<file path="src/rtl/cfg_loader_pkg.sv">
package cfg_loader_pkg;

  localparam int FRAME_BYTES = 6;
  localparam int FRAME_BITS  = FRAME_BYTES * 8;
  localparam int CMD_BITS    = 11;

  // start bit, read opcode, address zero
  localparam logic [CMD_BITS-1:0] READ_CMD = 11'b1_10_0000_0000;

  localparam logic [7:0] MARK_HEAD = 8'hBD;
  localparam logic [7:0] MARK_TAIL = 8'h99;

  typedef struct packed {
    logic [2:0] pre_delay;
    logic       up_ded_n;
    logic       up_emb_n;
    logic       bw_full;
    logic       wait_en;
    logic [1:0] px_width;
    logic [1:0] ctrl_mode;
    logic       clk_rise;
    logic [1:0] up_clk_sel;
    logic [3:0] recov;
    logic [2:0] err_mode;
    logic       pll_rst_dis;
  } cfg_fields_t;

  localparam cfg_fields_t CFG_DEFAULT = '{
    pre_delay:   3'b000,
    up_ded_n:    1'b1,
    up_emb_n:    1'b1,
    bw_full:     1'b0,
    wait_en:     1'b1,
    px_width:    2'b00,
    ctrl_mode:   2'b11,
    clk_rise:    1'b1,
    up_clk_sel:  2'b10,
    recov:       4'b0001,
    err_mode:    3'b000,
    pll_rst_dis: 1'b0
  };

  function automatic cfg_fields_t decode_cfg(input logic [7:0] b1,
                                             input logic [7:0] b2,
                                             input logic [7:0] b3,
                                             input logic [7:0] b4);
    cfg_fields_t f;
    f.pre_delay   = b1[2:0];
    f.up_ded_n    = b1[3];
    f.up_emb_n    = b1[4];
    f.bw_full     = b1[6];
    f.wait_en     = b1[7];
    f.px_width    = b2[1:0];
    f.ctrl_mode   = b2[3:2];
    f.clk_rise    = b2[5];
    f.up_clk_sel  = b2[7:6];
    f.recov       = b3[3:0];
    f.err_mode    = b3[7:5];
    f.pll_rst_dis = b4[0];
    return f;
  endfunction

endpackage

</file>
<file path="src/rtl/cfg_rst_sync.sv">
module cfg_rst_sync #(
  parameter int STAGES = 2
) (
  input  logic clk,
  input  logic rst_n,
  output logic rst_out_n
);

  logic [STAGES-1:0] sync_q;

  always_ff @(posedge clk or negedge rst_n) begin
    if (!rst_n) sync_q <= '0;
    else        sync_q <= {sync_q[STAGES-2:0], 1'b1};
  end

  assign rst_out_n = sync_q[STAGES-1];

endmodule

</file>
<file path="src/rtl/cfg_sclk_gen.sv">
module cfg_sclk_gen #(
  parameter int HALF_DIV = 8
) (
  input  logic clk,
  input  logic rst_n,
  input  logic run,
  output logic sclk,
  output logic rise_evt,
  output logic fall_evt
);

  localparam int CW = $clog2(HALF_DIV + 1);
  localparam logic [CW-1:0] HLAST = CW'(HALF_DIV - 1);

  logic [CW-1:0] hcnt_q, hcnt_d;
  logic          sclk_q, sclk_d;
  logic          tick;

  always_comb begin
    tick   = run && (hcnt_q == HLAST);
    hcnt_d = '0;
    sclk_d = 1'b0;
    if (run) begin
      hcnt_d = tick ? '0 : hcnt_q + 1'b1;
      sclk_d = tick ? ~sclk_q : sclk_q;
    end
  end

  always_ff @(posedge clk or negedge rst_n) begin
    if (!rst_n) begin
      hcnt_q <= '0;
      sclk_q <= 1'b0;
    end else begin
      hcnt_q <= hcnt_d;
      sclk_q <= sclk_d;
    end
  end

  assign sclk     = sclk_q;
  assign rise_evt = tick & ~sclk_q;
  assign fall_evt = tick &  sclk_q;

endmodule

</file>
<file path="src/rtl/cfg_seq_ctrl.sv">
module cfg_seq_ctrl
  import cfg_loader_pkg::*;
#(
  parameter int START_WAIT = 8
) (
  input  logic                  clk,
  input  logic                  rst_n,
  input  logic                  rise_evt,
  input  logic                  fall_evt,
  input  logic                  sdi,
  output logic                  run,
  output logic                  sdo,
  output logic                  sdo_oe,
  output logic [FRAME_BITS-1:0] frame,
  output logic                  frame_rdy
);

  typedef enum logic [2:0] {ST_WAIT, ST_CMD, ST_DATA, ST_PARK, ST_IDLE} seq_state_t;

  localparam int WW = $clog2(START_WAIT + 1);
  localparam int BW = $clog2(FRAME_BITS + 1);
  localparam logic [WW-1:0] WLAST      = WW'(START_WAIT - 1);
  localparam logic [BW-1:0] CMD_LAST   = BW'(CMD_BITS - 1);
  localparam logic [BW-1:0] FRAME_LAST = BW'(FRAME_BITS - 1);

  seq_state_t            state_q, state_d;
  logic [WW-1:0]         wcnt_q, wcnt_d;
  logic [BW-1:0]         bcnt_q, bcnt_d;
  logic [CMD_BITS-1:0]   cmd_q, cmd_d;
  logic                  oe_q, oe_d;
  logic [FRAME_BITS-1:0] shreg_q, shreg_d;
  logic                  rdy_q, rdy_d;

  always_comb begin
    state_d = state_q;
    wcnt_d  = wcnt_q;
    bcnt_d  = bcnt_q;
    cmd_d   = cmd_q;
    oe_d    = oe_q;
    shreg_d = shreg_q;
    rdy_d   = 1'b0;
    unique case (state_q)
      ST_WAIT: begin
        if (wcnt_q == WLAST) begin
          state_d = ST_CMD;
          oe_d    = 1'b1;
          cmd_d   = READ_CMD;
          bcnt_d  = '0;
        end else begin
          wcnt_d = wcnt_q + 1'b1;
        end
      end
      ST_CMD: begin
        if (fall_evt) begin
          cmd_d = {cmd_q[CMD_BITS-2:0], 1'b0};
          if (bcnt_q == CMD_LAST) begin
            state_d = ST_DATA;
            oe_d    = 1'b0;
            bcnt_d  = '0;
          end else begin
            bcnt_d = bcnt_q + 1'b1;
          end
        end
      end
      ST_DATA: begin
        if (rise_evt) begin
          shreg_d = {shreg_q[FRAME_BITS-2:0], sdi};
          if (bcnt_q == FRAME_LAST) begin
            state_d = ST_PARK;
            rdy_d   = 1'b1;
          end else begin
            bcnt_d = bcnt_q + 1'b1;
          end
        end
      end
      ST_PARK: begin
        if (fall_evt) state_d = ST_IDLE;
      end
      default: state_d = ST_IDLE;
    endcase
  end

  always_ff @(posedge clk or negedge rst_n) begin
    if (!rst_n) begin
      state_q <= ST_WAIT;
      wcnt_q  <= '0;
      bcnt_q  <= '0;
      cmd_q   <= '0;
      oe_q    <= 1'b0;
      shreg_q <= '0;
      rdy_q   <= 1'b0;
    end else begin
      state_q <= state_d;
      wcnt_q  <= wcnt_d;
      bcnt_q  <= bcnt_d;
      cmd_q   <= cmd_d;
      oe_q    <= oe_d;
      shreg_q <= shreg_d;
      rdy_q   <= rdy_d;
    end
  end

  assign run       = (state_q == ST_CMD) || (state_q == ST_DATA) || (state_q == ST_PARK);
  assign sdo       = oe_q & cmd_q[CMD_BITS-1];
  assign sdo_oe    = oe_q;
  assign frame     = shreg_q;
  assign frame_rdy = rdy_q;

endmodule

</file>
<file path="src/rtl/cfg_field_reg.sv">
module cfg_field_reg
  import cfg_loader_pkg::*;
(
  input  logic                  clk,
  input  logic                  rst_n,
  input  logic                  apply,
  input  logic [FRAME_BITS-1:0] frame,
  output cfg_fields_t           cfg,
  output logic                  done,
  output logic                  valid
);

  logic [7:0]  byte_w [FRAME_BYTES];
  cfg_fields_t cfg_q, cfg_d;
  logic        done_q, done_d;
  logic        valid_q, valid_d;
  logic        frame_ok;

  for (genvar g = 0; g < FRAME_BYTES; g++) begin : g_bytes
    assign byte_w[g] = frame[(FRAME_BYTES-g)*8-1 -: 8];
  end

  assign frame_ok = (byte_w[0] == MARK_HEAD) && (byte_w[FRAME_BYTES-1] == MARK_TAIL);

  always_comb begin
    cfg_d   = cfg_q;
    valid_d = valid_q;
    done_d  = apply;
    if (apply) begin
      if (frame_ok) begin
        cfg_d   = decode_cfg(byte_w[1], byte_w[2], byte_w[3], byte_w[4]);
        valid_d = 1'b1;
      end else begin
        cfg_d   = CFG_DEFAULT;
        valid_d = 1'b0;
      end
    end
  end

  always_ff @(posedge clk or negedge rst_n) begin
    if (!rst_n) begin
      cfg_q   <= CFG_DEFAULT;
      done_q  <= 1'b0;
      valid_q <= 1'b0;
    end else begin
      cfg_q   <= cfg_d;
      done_q  <= done_d;
      valid_q <= valid_d;
    end
  end

  assign cfg   = cfg_q;
  assign done  = done_q;
  assign valid = valid_q;

endmodule

</file>
<file path="src/rtl/cfg_prom_loader.sv">
module cfg_prom_loader
  import cfg_loader_pkg::*;
#(
  parameter int HALF_DIV    = 8,
  parameter int START_WAIT  = 8,
  parameter int SYNC_STAGES = 2
) (
  input  logic       clk_ref,
  input  logic       rst_n,
  output logic       sclk,
  output logic       sdo,
  output logic       sdo_oe,
  input  logic       sdi,
  output logic       load_done,
  output logic       load_valid,
  output logic [2:0] cfg_pre_delay,
  output logic       cfg_up_ded_n,
  output logic       cfg_up_emb_n,
  output logic       cfg_bw_full,
  output logic       cfg_wait_en,
  output logic [1:0] cfg_px_width,
  output logic [1:0] cfg_ctrl_mode,
  output logic       cfg_clk_rise,
  output logic [1:0] cfg_up_clk_sel,
  output logic [3:0] cfg_recov,
  output logic [2:0] cfg_err_mode,
  output logic       cfg_pll_rst_dis
);

  logic                  rst_int_n;
  logic                  run;
  logic                  rise_evt;
  logic                  fall_evt;
  logic [FRAME_BITS-1:0] frame;
  logic                  frame_rdy;
  cfg_fields_t           cfg_w;

  cfg_rst_sync #(.STAGES(SYNC_STAGES)) u_rst_sync (
    .clk       (clk_ref),
    .rst_n     (rst_n),
    .rst_out_n (rst_int_n)
  );

  cfg_sclk_gen #(.HALF_DIV(HALF_DIV)) u_sclk_gen (
    .clk      (clk_ref),
    .rst_n    (rst_int_n),
    .run      (run),
    .sclk     (sclk),
    .rise_evt (rise_evt),
    .fall_evt (fall_evt)
  );

  cfg_seq_ctrl #(.START_WAIT(START_WAIT)) u_seq_ctrl (
    .clk       (clk_ref),
    .rst_n     (rst_int_n),
    .rise_evt  (rise_evt),
    .fall_evt  (fall_evt),
    .sdi       (sdi),
    .run       (run),
    .sdo       (sdo),
    .sdo_oe    (sdo_oe),
    .frame     (frame),
    .frame_rdy (frame_rdy)
  );

  cfg_field_reg u_field_reg (
    .clk   (clk_ref),
    .rst_n (rst_int_n),
    .apply (frame_rdy),
    .frame (frame),
    .cfg   (cfg_w),
    .done  (load_done),
    .valid (load_valid)
  );

  assign cfg_pre_delay   = cfg_w.pre_delay;
  assign cfg_up_ded_n    = cfg_w.up_ded_n;
  assign cfg_up_emb_n    = cfg_w.up_emb_n;
  assign cfg_bw_full     = cfg_w.bw_full;
  assign cfg_wait_en     = cfg_w.wait_en;
  assign cfg_px_width    = cfg_w.px_width;
  assign cfg_ctrl_mode   = cfg_w.ctrl_mode;
  assign cfg_clk_rise    = cfg_w.clk_rise;
  assign cfg_up_clk_sel  = cfg_w.up_clk_sel;
  assign cfg_recov       = cfg_w.recov;
  assign cfg_err_mode    = cfg_w.err_mode;
  assign cfg_pll_rst_dis = cfg_w.pll_rst_dis;

endmodule

</file>
<file path="config.mk">
export PLATFORM = sky130hd
export DESIGN_NAME = cfg_prom_loader
export DESIGN_NICKNAME = d
export VERILOG_FILES = /design/src/rtl/cfg_loader_pkg.sv /design/src/rtl/cfg_rst_sync.sv /design/src/rtl/cfg_sclk_gen.sv /design/src/rtl/cfg_seq_ctrl.sv /design/src/rtl/cfg_field_reg.sv /design/src/rtl/cfg_prom_loader.sv
export SDC_FILE = /design/constraint.sdc
export NUM_CORES = 1
export LEC_CHECK = 0
export CAP_MARGIN = 10
export CORE_ASPECT_RATIO = 0.5
export CORE_MARGIN = 2
export CORE_UTILIZATION = 57
export DETAILED_ROUTE_END_ITERATION = 10
export GPL_ROUTABILITY_DRIVEN = 1
export PLACE_DENSITY_LB_ADDON = 0.08
export RECOVER_POWER = 25
export SYNTH_ARGS = -nofsm -noshare
export SYNTH_HDL_FRONTEND = slang
export SYNTH_SLANG_ARGS = --single-unit
export TNS_END_PERCENT = 30
</file>
<file path="constraint.sdc">
create_clock -name clk_ref -period 3.49 [get_ports clk_ref]
set_input_delay 0.8725 -clock clk_ref [delete_from_list [all_inputs] [get_ports clk_ref]]
set_output_delay 0.8725 -clock clk_ref [all_outputs]
set_load 0.01 [all_outputs]
</file>
==> results of run 1 <==
registers in the layout, summed over array words and instances (netlist names), 2 cells and up:
signal and count:
u_seq_ctrl.cmd_q 2, u_rst_sync.sync_q 2, u_field_reg.cfg 22, u_seq_ctrl.state_q 3
u_sclk_gen.hcnt_q 4, u_seq_ctrl.wcnt_q 4, u_seq_ctrl.bcnt_q 6, u_seq_ctrl.frame 48
area by class of cell:
cell class | count | area, um2 | area share, %
Clock buffer | 9 | 225 | 4.89
Sequential cell | 96 | 2410 | 52.4
Inverter | 20 | 75.1 | 1.63
Tap cell | 92 | 115 | 2.50
Clock inverter | 7 | 76.3 | 1.66
Timing Repair Buffer | 33 | 340 | 7.39
Multi-Input combinational cell | 178 | 1360 | 29.5
critical path: cells and delay by family, from the launching register on:
family	cells	cell delay [ns]
adder cells (fa/ha/maj)	1	0.25
buffers and inverters	1	0.34
flip-flops	1	0.37
multiplexers	1	0.38
AND/OR/NAND/NOR	2	0.85
logic make-up after synthesis:
logic type,after synthesis,synth area share [%]
flops,96,61.6
simple gates,71,9.81
mux,49,14.9
compound gates,48,7.47
buf+inv,33,3.70
xor+xnor,5,1.12
fa+ha+maj,4,1.28
other cells,1,0.0957
metal layers:
layer  GRT usage, %  vias to the layer above  share of wire [%]
met1           24.6                     1184                 47
met4           7.33                        0                1.5
met3           6.30                       12                3.7
met5              0                        -                  0
met2           32.1                       35                 48
li1               -                     1129                  -
layout by cell type, fill, tap and decap left out, types with 3 or more instances in the layout:
| master | netlist | routed |
|---|---|---|
| dfrtp_1 | 88 | 88 |
| mux2_2 | 40 | 40 |
| clkdlybuf4s50_1 | 0 | 28 |
| nand2_1 | 26 | 26 |
| inv_1 | 20 | 20 |
| o21ai_0 | 20 | 20 |
| a21oi_1 | 11 | 11 |
| mux2_4 | 9 | 9 |
| clkbuf_16 | 0 | 9 |
| nor2_1 | 8 | 8 |
| o22a_1 | 8 | 8 |
| dfstp_2 | 8 | 8 |
| nand3_1 | 7 | 7 |
| xnor2_1 | 4 | 4 |
| nor3_1 | 4 | 4 |
| nor4bb_1 | 4 | 4 |
| ha_1 | 4 | 4 |
| nand3b_1 | 3 | 3 |
| and3_1 | 3 | 3 |
| or3_1 | 3 | 3 |
| buf_4 | 0 | 3 |
stage by stage:
step,hold slack (ns),power [mW],utilization (%)
2_1_floorplan,0.331,1.15,-
3_3_place_gp,0.337,1.16,64.1
3_5_place_dp,0.357,1.16,64.1
4_1_cts,0.371,2.16,68.6
5_1_grt,0.373,2.21,69.0
6_report,0.358,2.14,69.0
power by group:
part           switching, mW  internal, mW
sequential           0.00579          1.11
clock                  0.430         0.563
combinational         0.0163       0.00661
total                  0.452          1.68
worst max path at each step:
stage | from | endpoint | cells after the start
2_1_floorplan | u_rst_sync.sync_q[1] | u_field_reg.cfg[0] | 0
3_3_place_gp | u_sclk_gen.hcnt_q[0] | u_seq_ctrl.frame[45] | 5
3_5_place_dp | u_sclk_gen.hcnt_q[0] | u_seq_ctrl.frame[43] | 5
4_1_cts | u_sclk_gen.hcnt_q[0] | u_seq_ctrl.frame[44] | 5
5_1_grt | u_sclk_gen.hcnt_q[0] | u_seq_ctrl.frame[44] | 5
6_report | u_sclk_gen.hcnt_q[0] | u_seq_ctrl.frame[44] | 5
==> impl_metrics.toml, run 1 <==
[power]
power_leakage_nw = 2.21
vdd_ir_drop_max_mv = 0.229
powerDensity_nw_per_um2 = 464

[timing]
finalHoldViolations = 0
fmax_mhz = 427
slew_headroom_pct = 43.4
slew_violations = 0
finClkSkew_ns = 0.00658
finalCritPeriodShare_pct = 67.1
rsz0062_at_grt = "false"
setup_ws_ns = 1.15
tns_ns = 0
finalCriticalPeriod_ns = 2.34
setup_viol = 0
max_slew.worst_pin.slew_ns = 0.848

[logic_synthesis]
syn_inst = 307
ys_types = 42
yosysSeqAreaShare_pct = 61.6
synth.top_cell.area_share_pct = 56.2
yosys_warnings = 0
synthTopCellsByArea = "dfrtp_1 (56%), mux2_2 (11%), dfstp_2 (5.4%)"
yosysMostFrequentCell = "dfrtp_1"
synth_nets = 314
synth_top_cell_by_area = "dfrtp_1"
yosys-top-cells-count = "dfrtp_1 (88), mux2_2 (40), nand2_1 (26)"
synth_edf_count = 0
ys_async_sr_fraction_pct = 100
synth-seq-cells = 96
synthFlopType = "dfrtp_1"
postSynthAreaPerCell_um2 = 12.8
syn-cell-area_um2 = 3920

[clocking]
clock_sinks = 96
cts_made_buffers = 9
hold_buffers = 0
cts.root.buffer_cell = "clkbuf_16"
post_cts_buffers = 0
cts_tree = "yes"
clk_latency_ns = 0.34
cts_max_path_buffers = 2
clk_pin_slew_ns = 0.07
cts_resized = 0
htreeDepth = 3

[placement]
post_dp_cell_area_um2 = 4280
portBuffers = 29
dp_cells = 418
dp_hpwl_mm = 4.00
place_congestion = 0.713
dp_slack_ns = 1.19

[worst_setup_path]
rrSetupSlack_ns = 1.15
worstPathArrival_ns = 2.57
cp_slowest_cell = "or4b_2"
critPathMaxStageDelay_ns = 0.66
critPathLaunchType = "flop"
required_ns = 3.72
crit_chain = "ha_1 > nand4bb_1 > or4b_2 > buf_4 > mux2_4"
r2r-start = "u_sclk_gen.hcnt_q[0]"
r2r_cells = 5
crit_type = "reg -> reg"
r2r_end = "u_seq_ctrl.frame[44]"
worstSetupEndpointType = "flop"
critical_path.max_fanout = 49

[finish]
drive_gt1_share_pct = 23.0
nets = 345
n_fill_cell = 483
area_delta_synth_final_pct = 17.5
antenna_cells = 0
layout.cells.non_filler = 435
stdcell_area_um2 = 4600

[floorplan]
row_count = 21
start_util_pct = 58.7
core-area_um2 = 6670
dieWidth_um = 121
ios = 30
die_area_um2 = 7590
die_h_um = 62.6

[status]
status = "complete, no violations"

[route]
wl_per_cell_um = 14.9
first_pass_iters = 4
finalWirelength_mm = 6.49
viasPerCell = 5.43
route.detailed.drc = 0
drt.antenna.violating_nets = 0
first_iter_violations = 154
vias = 2360

[grt]
antenna_found_initial = 0
grt_pass1_wl_mm = 11.5
grt_pass1_vias = 2490
grt_overflow = 0
grt_max_degree = 95
track_usage_pct = 19.6

[job]
maxCapViolCount = 0

[worst_hold_path]
hold_class = "reg -> async"
Note: power is estimated with default switching activity, not from simulation.
==> run 2, diff against run 1 <==
==> constraint.sdc (replaced) <==
create_clock -name clk_ref -period 2.2 [get_ports clk_ref]
set_input_delay 0.55 -clock clk_ref [delete_from_list [all_inputs] [get_ports clk_ref]]
set_output_delay 0.55 -clock clk_ref [all_outputs]
set_load 0.01 [all_outputs]
==> impl_metrics.toml, run 2 (synthesized netlist as in run 1, its figures left out) <==
[timing]
finalHoldViolations = 0
setup_viol = 0
slew_violations = 0
finClkSkew_ns = 0.00663
rsz0062_at_grt = "false"
finalCriticalPeriod_ns = 2.08
tns_ns = 0
max_slew.worst_pin.slew_ns = 1.03
setup_ws_ns = 0.122
finalCritPeriodShare_pct = 94.4
slew_headroom_pct = 31.3
fmax_mhz = 481

[route]
route.detailed.drc = 0
viasPerCell = 5.45
first_pass_iters = 5
drt.antenna.violating_nets = 0
wl_per_cell_um = 15.5
finalWirelength_mm = 6.81
vias = 2397
first_iter_violations = 159

[placement]
portBuffers = 29
dp_cells = 424
dp_slack_ns = 0.129
place_congestion = 0.735
dp_hpwl_mm = 4.29

[power]
vdd_ir_drop_max_mv = 0.502
combPwrFrac_pct = 1.0
sw_frac_of_total_pct = 20.6
p_clk_share_pct = 46.6
pwr-share-seq_pct = 52.4
p_int_mw = 2.70
power_leakage_nw = 2.23
power.switching_uw = 699
powerDensity_nw_per_um2 = 731
p_total_mw = 3.40

[clocking]
clk_latency_ns = 0.34
cts_made_buffers = 9
clk_pin_slew_ns = 0.06
cts.root.buffer_cell = "clkbuf_16"
htreeDepth = 3
cts_max_path_buffers = 2
clock_sinks = 96
cts_tree = "yes"

[worst_setup_path]
path_delay_family = "simple AND/OR/NAND/NOR gates"
path_buf_inv = 1
rrSetupSlack_ns = 0.12
required_ns = 2.42
crit_chain = "ha_1 > nand4bb_1 > or4b_2 > buf_12 > mux2_2"
worstSetupEndpointType = "flop"
critical_path.max_fanout = 49
cp_slowest_cell = "or4b_2"
crit_type = "reg -> reg"
critPathMaxStageDelay_ns = 0.70
worstPathArrival_ns = 2.30
critPathLaunchType = "flop"

[finish]
layout.cells.non_filler = 440
nets = 350
antenna_cells = 0
largest_register_ffs = 48
drive_gt1_share_pct = 23.9
final_cell_mix = "dfrtp_1 (88), mux2_2 (40), clkdlybuf4s50_1 (28), nand2_1 (26)"
final_common_cell = "dfrtp_1"
area_delta_synth_final_pct = 18.5

[floorplan]
die_area_um2 = 7590
dieWidth_um = 121
die_h_um = 62.6
ios = 30
row_count = 21
start_util_pct = 58.7
core-area_um2 = 6670

[job]
maxCapViolCount = 0

[grt]
track_usage_pct = 20.5
antenna_found_initial = 0
grt_max_degree = 51
grt_pass1_wl_mm = 11.8
grt_pass1_vias = 2427
grt_overflow = 0

[worst_hold_path]
hold_class = "reg -> reg"

[status]
status = "complete, no violations"
==> run 2: changes by cell type in the layout (fill, tap and decap cells not counted), moves of 2 or more <==
| cell | change |
|---|---|
| buf_4 | +3 |
| clkbuf_1 | +2 |
| clkinv_2 | -2 |
| clkinv_4 | +2 |
==> run 2: repair_timing <==
| item | 4_1_cts | 5_1_grt |
|---|---|---|
| endpoints found under the setup margin | 0 | 1 |
| gates resized for setup | 0 | 1 |
| buffers inserted | 0 | 0 |
| hold buffers | 0 | 0 |
==> run 2: metal layers <==
layer	share of wire, %	up-vias	GRT usage, %
met5	0	-	0
met1	45	1218	25.6
met3	3.6	9	8.03
li1	-	1139	-
met2	50	31	33.9
met4	1.1	0	4.74
==> run 2: layout make-up <==
cell class                      instances  area (um2)
Sequential cell                        96        2410
Fill cell                             496        2030
Multi-Input combinational cell        178        1370
Timing Repair Buffer                   38         367
Clock buffer                           11         243
Tap cell                               92         115
Inverter                               20        75.1
Clock inverter                          5        63.8
==> run 2: final timing paths <==
path	start	end	cells after the start
min in group asynchronous	u_rst_sync.sync_q[1]	u_field_reg.cfg[0]	0
max in group asynchronous	u_rst_sync.sync_q[1]	u_seq_ctrl.bcnt_q[0]	1
worst max register to register	u_sclk_gen.hcnt_q[0]	u_seq_ctrl.frame[28]	5
worst min-delay path	u_rst_sync.sync_q[0]	u_rst_sync.sync_q[1]	0
worst max-delay path	u_sclk_gen.hcnt_q[0]	u_seq_ctrl.frame[28]	5
worst min register to register	u_rst_sync.sync_q[0]	u_rst_sync.sync_q[1]	0
==> run 2: worst reg2reg max path: stages (launching register included) <==
cell	delay (ns)
dfrtp_1	0.37
ha_1	0.17
nand4bb_1	0.15
or4b_2	0.70
buf_12	0.23
mux2_2	0.33
==> run 2: through the flow <==
stage | instance area, um2 | utilization (%) | hold WS, ns
6_report | 4640 | 69.6 | 0.364
3_3_place_gp | 4350 | 65.2 | 0.224
4_1_cts | 4660 | 69.8 | 0.234
2_1_floorplan | 3920 | - | 0.254
5_1_grt | 4640 | 69.6 | 0.381
3_5_place_dp | 4350 | 65.2 | 0.233
==> run 2: power groups by stage <==
stage	sequential [mW]	combinational, mW	clock [mW]
floorplan	1.83	0.00312	0
global placement	1.81	0.0377	0
detailed placement	1.81	0.0387	0
CTS	1.78	0.0390	1.62
global route	1.78	0.0404	1.71
finish	1.78	0.0337	1.58
==> run 3, diff against run 2 <==
--- a/config.mk
+++ b/config.mk
@@ -5,7 +5,6 @@
 export SDC_FILE = /design/constraint.sdc
 export NUM_CORES = 1
 export LEC_CHECK = 0
-export CAP_MARGIN = 10
 export CORE_ASPECT_RATIO = 0.5
 export CORE_MARGIN = 2
 export CORE_UTILIZATION = 57
==> results of run 3 <==
Same layout as run 2: the final DEF is identical, and so are final timing and power.
